[config.mk]
export PLATFORM = sky130hd
export DESIGN_NAME = cs_dbuf
export DESIGN_NICKNAME = d
export VERILOG_FILES = /design/src/rtl/cs_dbuf_pkg.sv /design/src/rtl/cs_ebuf.sv /design/src/rtl/cs_fbuf.sv /design/src/rtl/cs_host_if.sv /design/src/rtl/cs_dbuf.sv
export SDC_FILE = /design/constraint.sdc
export NUM_CORES = 2
export LEC_CHECK = 0
export CAP_MARGIN = 10
export CORE_AREA = 2 2 383 233
export DETAILED_ROUTE_END_ITERATION = 12
export DIE_AREA = 0 0 385 235
export DONT_BUFFER_PORTS = 1
export PLACE_DENSITY = 0.64
export RECOVER_POWER = 25
export SLEW_MARGIN = 20
export SYNTH_ARGS = -nofsm -noshare
export SYNTH_HDL_FRONTEND = slang
export SYNTH_SLANG_ARGS = --single-unit
[constraint.sdc]
create_clock -name clk -period 3.2 [get_ports clk]
set_input_delay 0.32 -clock clk [delete_from_list [all_inputs] [get_ports clk]]
set_output_delay 0.32 -clock clk [all_outputs]
set_load 0.01 [all_outputs]
[src/rtl/cs_dbuf_pkg.sv]
package cs_dbuf_pkg;

    localparam int CS_BYTE_W  = 8;
    localparam int CS_WORD_W  = 2 * CS_BYTE_W;
    localparam int CS_ADDR_W  = 7;
    localparam logic [CS_ADDR_W-1:0] CS_CTRL_ADDR = 7'h40;
    localparam logic [CS_ADDR_W-1:0] CS_STAT_ADDR = 7'h41;

    // control register layout: bit2 power-down, bit1 word mode, bit0 inhibit
    typedef struct packed {
        logic pdn;
        logic two_byte;
        logic inhibit;
    } cs_ctrl_t;

    typedef enum logic [1:0] {
        ACC_NONE,
        ACC_EBUF,
        ACC_CTRL,
        ACC_STAT
    } cs_acc_e;

    function automatic cs_acc_e cs_classify(input logic [CS_ADDR_W-1:0] addr,
                                            input logic two_byte,
                                            input int nwords);
        int lim;
        if (addr == CS_CTRL_ADDR) return ACC_CTRL;
        if (addr == CS_STAT_ADDR) return ACC_STAT;
        lim = two_byte ? nwords : 2 * nwords;
        if (int'(addr) < lim) return ACC_EBUF;
        return ACC_NONE;
    endfunction

endpackage

[src/rtl/cs_ebuf.sv]
module cs_ebuf
    import cs_dbuf_pkg::*;
#(
    parameter int NWORDS = 24,
    localparam int WIX_W = $clog2(NWORDS)
) (
    input  logic                               clk,
    input  logic                               rst,
    input  logic                               we,
    input  logic                               wr_ok,
    input  logic [WIX_W-1:0]                   widx,
    input  logic                               hi,
    input  logic [CS_BYTE_W-1:0]               wdata,
    output logic [NWORDS-1:0][CS_WORD_W-1:0]   e_q
);

    always_ff @(posedge clk) begin
        if (rst) begin
            e_q <= '0;
        end else if (we && wr_ok) begin
            if (hi) e_q[widx][CS_WORD_W-1:CS_BYTE_W] <= wdata;
            else    e_q[widx][CS_BYTE_W-1:0]         <= wdata;
        end
    end

    // a locked buffer does not move
    p_e_locked_r4: assert property (@(posedge clk) disable iff (rst)
        !wr_ok |=> $stable(e_q));

    p_e_idle_r4: assert property (@(posedge clk) disable iff (rst)
        !we |=> $stable(e_q));

endmodule

[src/rtl/cs_fbuf.sv]
module cs_fbuf
    import cs_dbuf_pkg::*;
#(
    parameter int NWORDS  = 24,
    parameter int FRAME_W = 8,
    localparam int NFRAMES = NWORDS * CS_BYTE_W,
    localparam int BIX_W   = $clog2(CS_BYTE_W)
) (
    input  logic                             clk,
    input  logic                             rst,
    input  logic                             blk_strobe,
    input  logic                             inhibit,
    input  logic [NWORDS-1:0][CS_WORD_W-1:0] e_q,
    input  logic [FRAME_W-1:0]               frame_idx,
    output logic                             xfer_go,
    output logic                             cs_a,
    output logic                             cs_b
);

    logic [NWORDS-1:0][CS_WORD_W-1:0] f_q;
    logic [CS_WORD_W-1:0]             f_word;
    logic [BIX_W-1:0]                 bit_ix;
    logic                             in_range;
    logic [1:0]                       lane_bit;

    assign xfer_go = blk_strobe && !inhibit;

    always_ff @(posedge clk) begin
        if (rst)          f_q <= '0;
        else if (xfer_go) f_q <= e_q;
    end

    assign in_range = int'(frame_idx) < NFRAMES;
    assign bit_ix   = frame_idx[BIX_W-1:0];
    assign f_word   = in_range ? f_q[frame_idx[FRAME_W-1:BIX_W]] : '0;

    // lane 0 is channel A (upper byte), lane 1 is channel B (lower byte)
    for (genvar c = 0; c < 2; c++) begin : g_lane
        localparam int OFF = (1 - c) * CS_BYTE_W;
        assign lane_bit[c] = in_range && f_word[OFF + int'(bit_ix)];
    end

    assign cs_a = lane_bit[0];
    assign cs_b = lane_bit[1];

    // the copy is whole and only on a permitted strobe
    p_f_copy_r5: assert property (@(posedge clk) disable iff (rst)
        xfer_go |=> f_q == $past(e_q));

    p_f_hold_r5: assert property (@(posedge clk) disable iff (rst)
        !xfer_go |=> $stable(f_q));

    // inhibit blocks the copy
    p_f_inhibit_r6: assert property (@(posedge clk) disable iff (rst)
        inhibit |=> $stable(f_q));

    // outside the block both lanes are quiet
    p_f_tail_r9: assert property (@(posedge clk) disable iff (rst)
        (int'(frame_idx) >= NFRAMES) |-> !cs_a && !cs_b);

endmodule

[src/rtl/cs_host_if.sv]
module cs_host_if
    import cs_dbuf_pkg::*;
#(
    parameter int NWORDS = 24,
    localparam int WIX_W = $clog2(NWORDS)
) (
    input  logic                             clk,
    input  logic                             rst,
    input  logic                             host_wr,
    input  logic                             host_rd,
    input  logic [CS_ADDR_W-1:0]             host_addr,
    input  logic [CS_BYTE_W-1:0]             host_wdata,
    output logic [CS_BYTE_W-1:0]             host_rdata,
    input  logic                             xfer_go,
    input  logic [NWORDS-1:0][CS_WORD_W-1:0] e_q,
    output cs_ctrl_t                         ctrl,
    output logic                             e_we,
    output logic [WIX_W-1:0]                 e_widx,
    output logic                             e_hi,
    output logic [CS_BYTE_W-1:0]             e_wdata
);

    cs_acc_e              kind;
    logic                 active;
    logic                 is_rd;
    logic                 phase;
    logic                 stat_flag;
    logic [CS_WORD_W-1:0] sel_word;

    assign active  = host_wr || host_rd;
    assign is_rd   = host_rd && !host_wr;
    assign kind    = active ? cs_classify(host_addr, ctrl.two_byte, NWORDS) : ACC_NONE;

    assign e_widx  = ctrl.two_byte ? host_addr[WIX_W-1:0] : host_addr[WIX_W:1];
    assign e_hi    = ctrl.two_byte ? !phase : !host_addr[0];
    assign e_we    = host_wr && (kind == ACC_EBUF);
    assign e_wdata = host_wdata;
    assign sel_word = e_q[e_widx];

    always_ff @(posedge clk) begin
        if (rst) begin
            ctrl       <= '0;
            phase      <= 1'b0;
            stat_flag  <= 1'b0;
            host_rdata <= '0;
        end else begin
            if (host_wr && kind == ACC_CTRL)
                ctrl <= cs_ctrl_t'(host_wdata[2:0]);

            if (!ctrl.two_byte)          phase <= 1'b0;
            else if (kind == ACC_EBUF)   phase <= !phase;
            else if (kind != ACC_NONE)   phase <= 1'b0;

            if (xfer_go)                             stat_flag <= 1'b1;
            else if (is_rd && kind == ACC_STAT)      stat_flag <= 1'b0;

            if (is_rd) begin
                unique case (kind)
                    ACC_EBUF: host_rdata <= e_hi ? sel_word[CS_WORD_W-1:CS_BYTE_W]
                                                 : sel_word[CS_BYTE_W-1:0];
                    ACC_CTRL: host_rdata <= {{(CS_BYTE_W-3){1'b0}}, ctrl};
                    ACC_STAT: host_rdata <= {{(CS_BYTE_W-1){1'b0}}, stat_flag};
                    default:  host_rdata <= '0;
                endcase
            end
        end
    end

    // byte mode never uses the word pointer
    p_phase_byte_r2: assert property (@(posedge clk) disable iff (rst)
        !ctrl.two_byte |-> !phase);

    // a control or status access restarts the word pointer
    p_phase_restart_r3: assert property (@(posedge clk) disable iff (rst)
        (kind == ACC_CTRL || kind == ACC_STAT) |=> !phase);

    // completion sets the flag, a plain status read clears it
    p_flag_set_r7: assert property (@(posedge clk) disable iff (rst)
        xfer_go |=> stat_flag);

    p_flag_clear_r7: assert property (@(posedge clk) disable iff (rst)
        (is_rd && kind == ACC_STAT && !xfer_go) |=> !stat_flag);

    // the flag is sticky unless a status read takes it
    p_flag_sticky_r8: assert property (@(posedge clk) disable iff (rst)
        (stat_flag && !(is_rd && kind == ACC_STAT)) |=> stat_flag);

endmodule

[src/rtl/cs_dbuf.sv]
module cs_dbuf
    import cs_dbuf_pkg::*;
#(
    parameter int NWORDS  = 24,
    parameter int FRAME_W = 8,
    localparam int WIX_W  = $clog2(NWORDS)
) (
    input  logic                 clk,
    input  logic                 rst,
    input  logic                 mclk_ok,
    input  logic                 host_wr,
    input  logic                 host_rd,
    input  logic [6:0]           host_addr,
    input  logic [7:0]           host_wdata,
    output logic [7:0]           host_rdata,
    input  logic                 blk_strobe,
    input  logic [FRAME_W-1:0]   frame_idx,
    output logic                 cs_a,
    output logic                 cs_b
);

    cs_ctrl_t                         ctrl;
    logic [NWORDS-1:0][CS_WORD_W-1:0] e_q;
    logic                             e_we;
    logic [WIX_W-1:0]                 e_widx;
    logic                             e_hi;
    logic [CS_BYTE_W-1:0]             e_wdata;
    logic                             xfer_go;
    logic                             wr_ok;

    assign wr_ok = mclk_ok && !ctrl.pdn;

    cs_host_if #(.NWORDS(NWORDS)) u_host (
        .clk        (clk),
        .rst        (rst),
        .host_wr    (host_wr),
        .host_rd    (host_rd),
        .host_addr  (host_addr),
        .host_wdata (host_wdata),
        .host_rdata (host_rdata),
        .xfer_go    (xfer_go),
        .e_q        (e_q),
        .ctrl       (ctrl),
        .e_we       (e_we),
        .e_widx     (e_widx),
        .e_hi       (e_hi),
        .e_wdata    (e_wdata)
    );

    cs_ebuf #(.NWORDS(NWORDS)) u_ebuf (
        .clk   (clk),
        .rst   (rst),
        .we    (e_we),
        .wr_ok (wr_ok),
        .widx  (e_widx),
        .hi    (e_hi),
        .wdata (e_wdata),
        .e_q   (e_q)
    );

    cs_fbuf #(.NWORDS(NWORDS), .FRAME_W(FRAME_W)) u_fbuf (
        .clk        (clk),
        .rst        (rst),
        .blk_strobe (blk_strobe),
        .inhibit    (ctrl.inhibit),
        .e_q        (e_q),
        .frame_idx  (frame_idx),
        .xfer_go    (xfer_go),
        .cs_a       (cs_a),
        .cs_b       (cs_b)
    );

endmodule

==> metrics.md <==
| Metric | Value |
|---|---|
| Final Power | 20.4 mW |
| Hold Crit Class | in -> reg |
| Final Wtd Congestion | 0.888 |
| Largest net degree at the start of global routing | 780 |
| Avg Inst Size Synth | 8.02 µm² |
| Failing checks | max-slew violations, negative setup slack |
| Pre-antenna DRT Iters | 6 |
| Post-Layout Inst Area | 43400 µm² |
| Synthesized Nets | 4331 |
| Synth Register Bits | 781 |
| Non-Filler Instances | 5843 |
| DRC | 0 |
| Critical R2R Launch | u_host.ctrl[1] |
| GRT Residual Overflow | 0 |
| P_int | 15.5 mW |
| Post-Synthesis Cell Area | 34500 µm² |
| Setup violators final | 1 |
| Number of global-route vias before repair | 31900 |
| Global Route Usage Sum | 28.0% |
| Final WS setup | -31.2 ps |
| Core Rows | 84 |
| Netlist cell types | 67 |
| Initial antenna violation count | 3 |
| DR WL/cell | 22.5 µm |
| Ratio of cells with drive above 1 in the final layout | 9.89% |
| Routed via count | 34300 |
| CTS tree | done |
| Worst-path fanout max | 2 |
| Clock transition at path regs | 70 ps |
| Worst-skew pair later-pin latency | 680 ps |
| Core ar. | 86900 µm² |
| Port Buf Inserts | 0 |
| Comb power frac | 5.4% |
| CP startpoint | u_fbuf.f_q[313] |
| Leakage Power | 15.5 nW |
| Horiz. Die Dim | 385 µm |
| Fin. max-slew vios | 191 |
| Switching share of power | 24.0% |
| Hold_ws | 22.7 ps |
| Ys flop type | dfxtp_1 |
| Top-Level Pins | 39 |
| Cell count after synthesis | 4301 |
| Reg2reg end | u_host.host_rdata[2] |
| Initial core utilization | 39.7% |
| Uppermost layer routed | met5 |
| CP Capture Point | cs_a |
| Clk_skew | 32.7 ps |
| First-pass GRT wire length | 197000 µm |
| Reg power frac | 47.8% |
| Num CTS Buffers | 72 |
| Data required time of the worst path | 2880 ps |
| Max Cap Viol | 0 |
| Wire length on met3 | 18800 µm |
| Crit end category | output port |
| Die Height | 235 µm |
| Post-synth ARST share | 0% |
| Reg2Reg Depth | 8 |
| Crit Path Class | reg -> out |
| WL met2 | 52700 µm |
| Sequential element share of the synthesized area | 45.3% |
| Peak Freq | 0.309 GHz |
| EDFF count, synth | 0 |
| Area Growth Syn to Fin | 25.8% |
| Max Root-Sink Buffers | 3 |
| Clock Root Buffer | clkbuf_16 |
| Drt via density | 5.88 |
| Antenna-violating nets left | 0 |
| Rel. slew slack | -6.48% |
| Post-DP Area | 35800 µm² |
| DR iter-0 viols | 5242 |
| WP data arrival | 2910 ps |
| Crit share post-route | 101% |
| Worst-Margin Slew | 1600 ps |
| PD cells | 469 nW/µm² |
| Final hold viol count | 0 |
| WL final | 132000 µm |
| FF-to-FF setup slack | 50 ps |
| VDD IR max | 0.366 mV |
| Htree depth | 3 |
| DPL Wire Length | 77800 µm |
| M1 WL | 57100 µm |
| Switch Pwr | 4.88 mW |
| Placed cell count | 5232 |
| Fillers | 8118 |
| Die Area | 90500 µm² |
| Min Clock Period, post-route | 3230 ps |
| CP Launch Type | flop |
| RSZ-0062 raised after global routing | true |
| Status | finished, violations left |
| Clock network fraction of total power | 46.8% |
| Nets | 4655 |
| Synthesis Warnings | 0 |
| Clock sink count | 781 |
-- per-layer routing --
metal  track usage (%)  up-vias
li1                  -    15400
met1              42.2    16500
met2              38.1     2195
met3              8.84      214
met4              6.70        2
met5                 0        -
-- power by group through the flow --
| stage | sequential [mW] | clock (mW) | combinational [mW] |
|---|---|---|---|
| final | 9.74 | 9.53 | 1.10 |
| after global routing | 9.73 | 9.94 | 1.13 |
| after floorplan | 9.95 | 0 | 0.777 |
| after CTS | 9.74 | 9.54 | 0.990 |
| after global placement | 9.96 | 0 | 0.839 |
| after detailed placement | 9.96 | 0 | 0.841 |
-- flip-flops by register name (all words and copies together), names as in the netlist --
register,count
u_host.host_rdata,8
u_host.ctrl,3
u_ebuf.e_q,384
u_host.phase,1
u_host.stat_flag,1
u_fbuf.f_q,384
-- metrics by stage --
stage,setup slack (ps),setup TNS [ps],utilization [%]
finish,-31.2,-31.2,49.9
global route,-75.7,-140,49.9
floorplan,575,0,-
CTS,-30.2,-30.2,49.8
detailed placement,54.9,0,41.2
global placement,21.9,0,41.2
-- cells by family after synthesis --
group	Yosys count	share of synthesized area, %
flops	781	45.3
compound gates	1234	18.9
simple gates	1650	19.1
buf+inv	393	4.68
mux	242	12.0
fa+ha+maj	1	0.0363
-- critical path: stages (launching register included) --
cell and delay, ps:
dfxtp_2 320, mux4_2 560, mux4_2 510, mux2i_4 210, nor2_1 80, a21oi_1 140
buf_4 170, o22ai_2 90, buf_6 140
-- layout by cell type (no fill, tap or decap), drive strengths merged, types with 4 or more instances in the layout --
cell type / netlist / routed
nor2: 150 / 150
o221ai: 5 / 5
nor3: 27 / 27
dfxtp: 781 / 781
a211oi: 12 / 12
a31oi: 7 / 7
mux2i: 100 / 100
mux4: 132 / 132
a221oi: 6 / 6
o211ai: 8 / 8
bufinv: 0 / 7
o22ai: 19 / 19
buf: 88 / 170
nand2: 1315 / 1315
clkinv: 1 / 14
a21oi: 765 / 765
and2: 5 / 5
nor4: 7 / 7
o21ai: 346 / 346
dlygate4sd3: 0 / 468
a311oi: 4 / 4
a22oi: 32 / 32
nor2b: 12 / 12
nand3: 111 / 111
inv: 4 / 4
mux2: 10 / 10
nand2b: 8 / 8
clkbuf: 300 / 109
a2111oi: 9 / 9
-- cells in the mapped netlist, drive strengths merged, types with 19 or more instances --
cell	instances	area [µm²]
nand3	111	556
mux4	132	3010
o21ai	346	1740
buf	88	469
mux2i	100	1010
clkbuf	300	1130
nor2	150	613
o22ai	19	119
dfxtp	781	15600
a22oi	32	240
a21oi	765	3830
nand2	1315	4940
nor3	27	140
-- area by class of cell --
type	count	area [µm²]	share of cell area (%)
Inverter	5	18.8	0.0432
Clock buffer	109	2260	5.20
Clock inverter	21	302	0.695
Multi-Input combinational cell	3127	17400	40.0
Sequential cell	781	15600	36.0
Tap cell	1161	1450	3.35
Antenna cell	1	2.50	0.00576
Timing Repair Buffer	638	6350	14.6
-- worst min path at each step --
stage               slack [ps]             from              end  depth (start not counted)
detailed placement         440  u_fbuf.f_q[355]  u_fbuf.f_q[355]                          2
finish                      20    host_wdata[1]  u_ebuf.e_q[209]                          3
CTS                       -240              rst  u_ebuf.e_q[368]                          1
global placement           440    u_fbuf.f_q[9]    u_fbuf.f_q[9]                          2
global route                 8              rst  u_ebuf.e_q[153]                          1
floorplan                  430  u_fbuf.f_q[100]  u_fbuf.f_q[100]                          2
-- what timing repair did --
| item | in CTS | in global routing |
|---|---|---|
| hold buffers | 476 | 2 |
| setup buffers | 0 | 2 |
| endpoints found under the setup margin | 2 | 84 |
| pin swaps | 0 | 2 |
| resized for setup | 4 | 14 |
| endpoints found under the hold margin | 775 | 142 |
(Power assumes the default switching activity.)
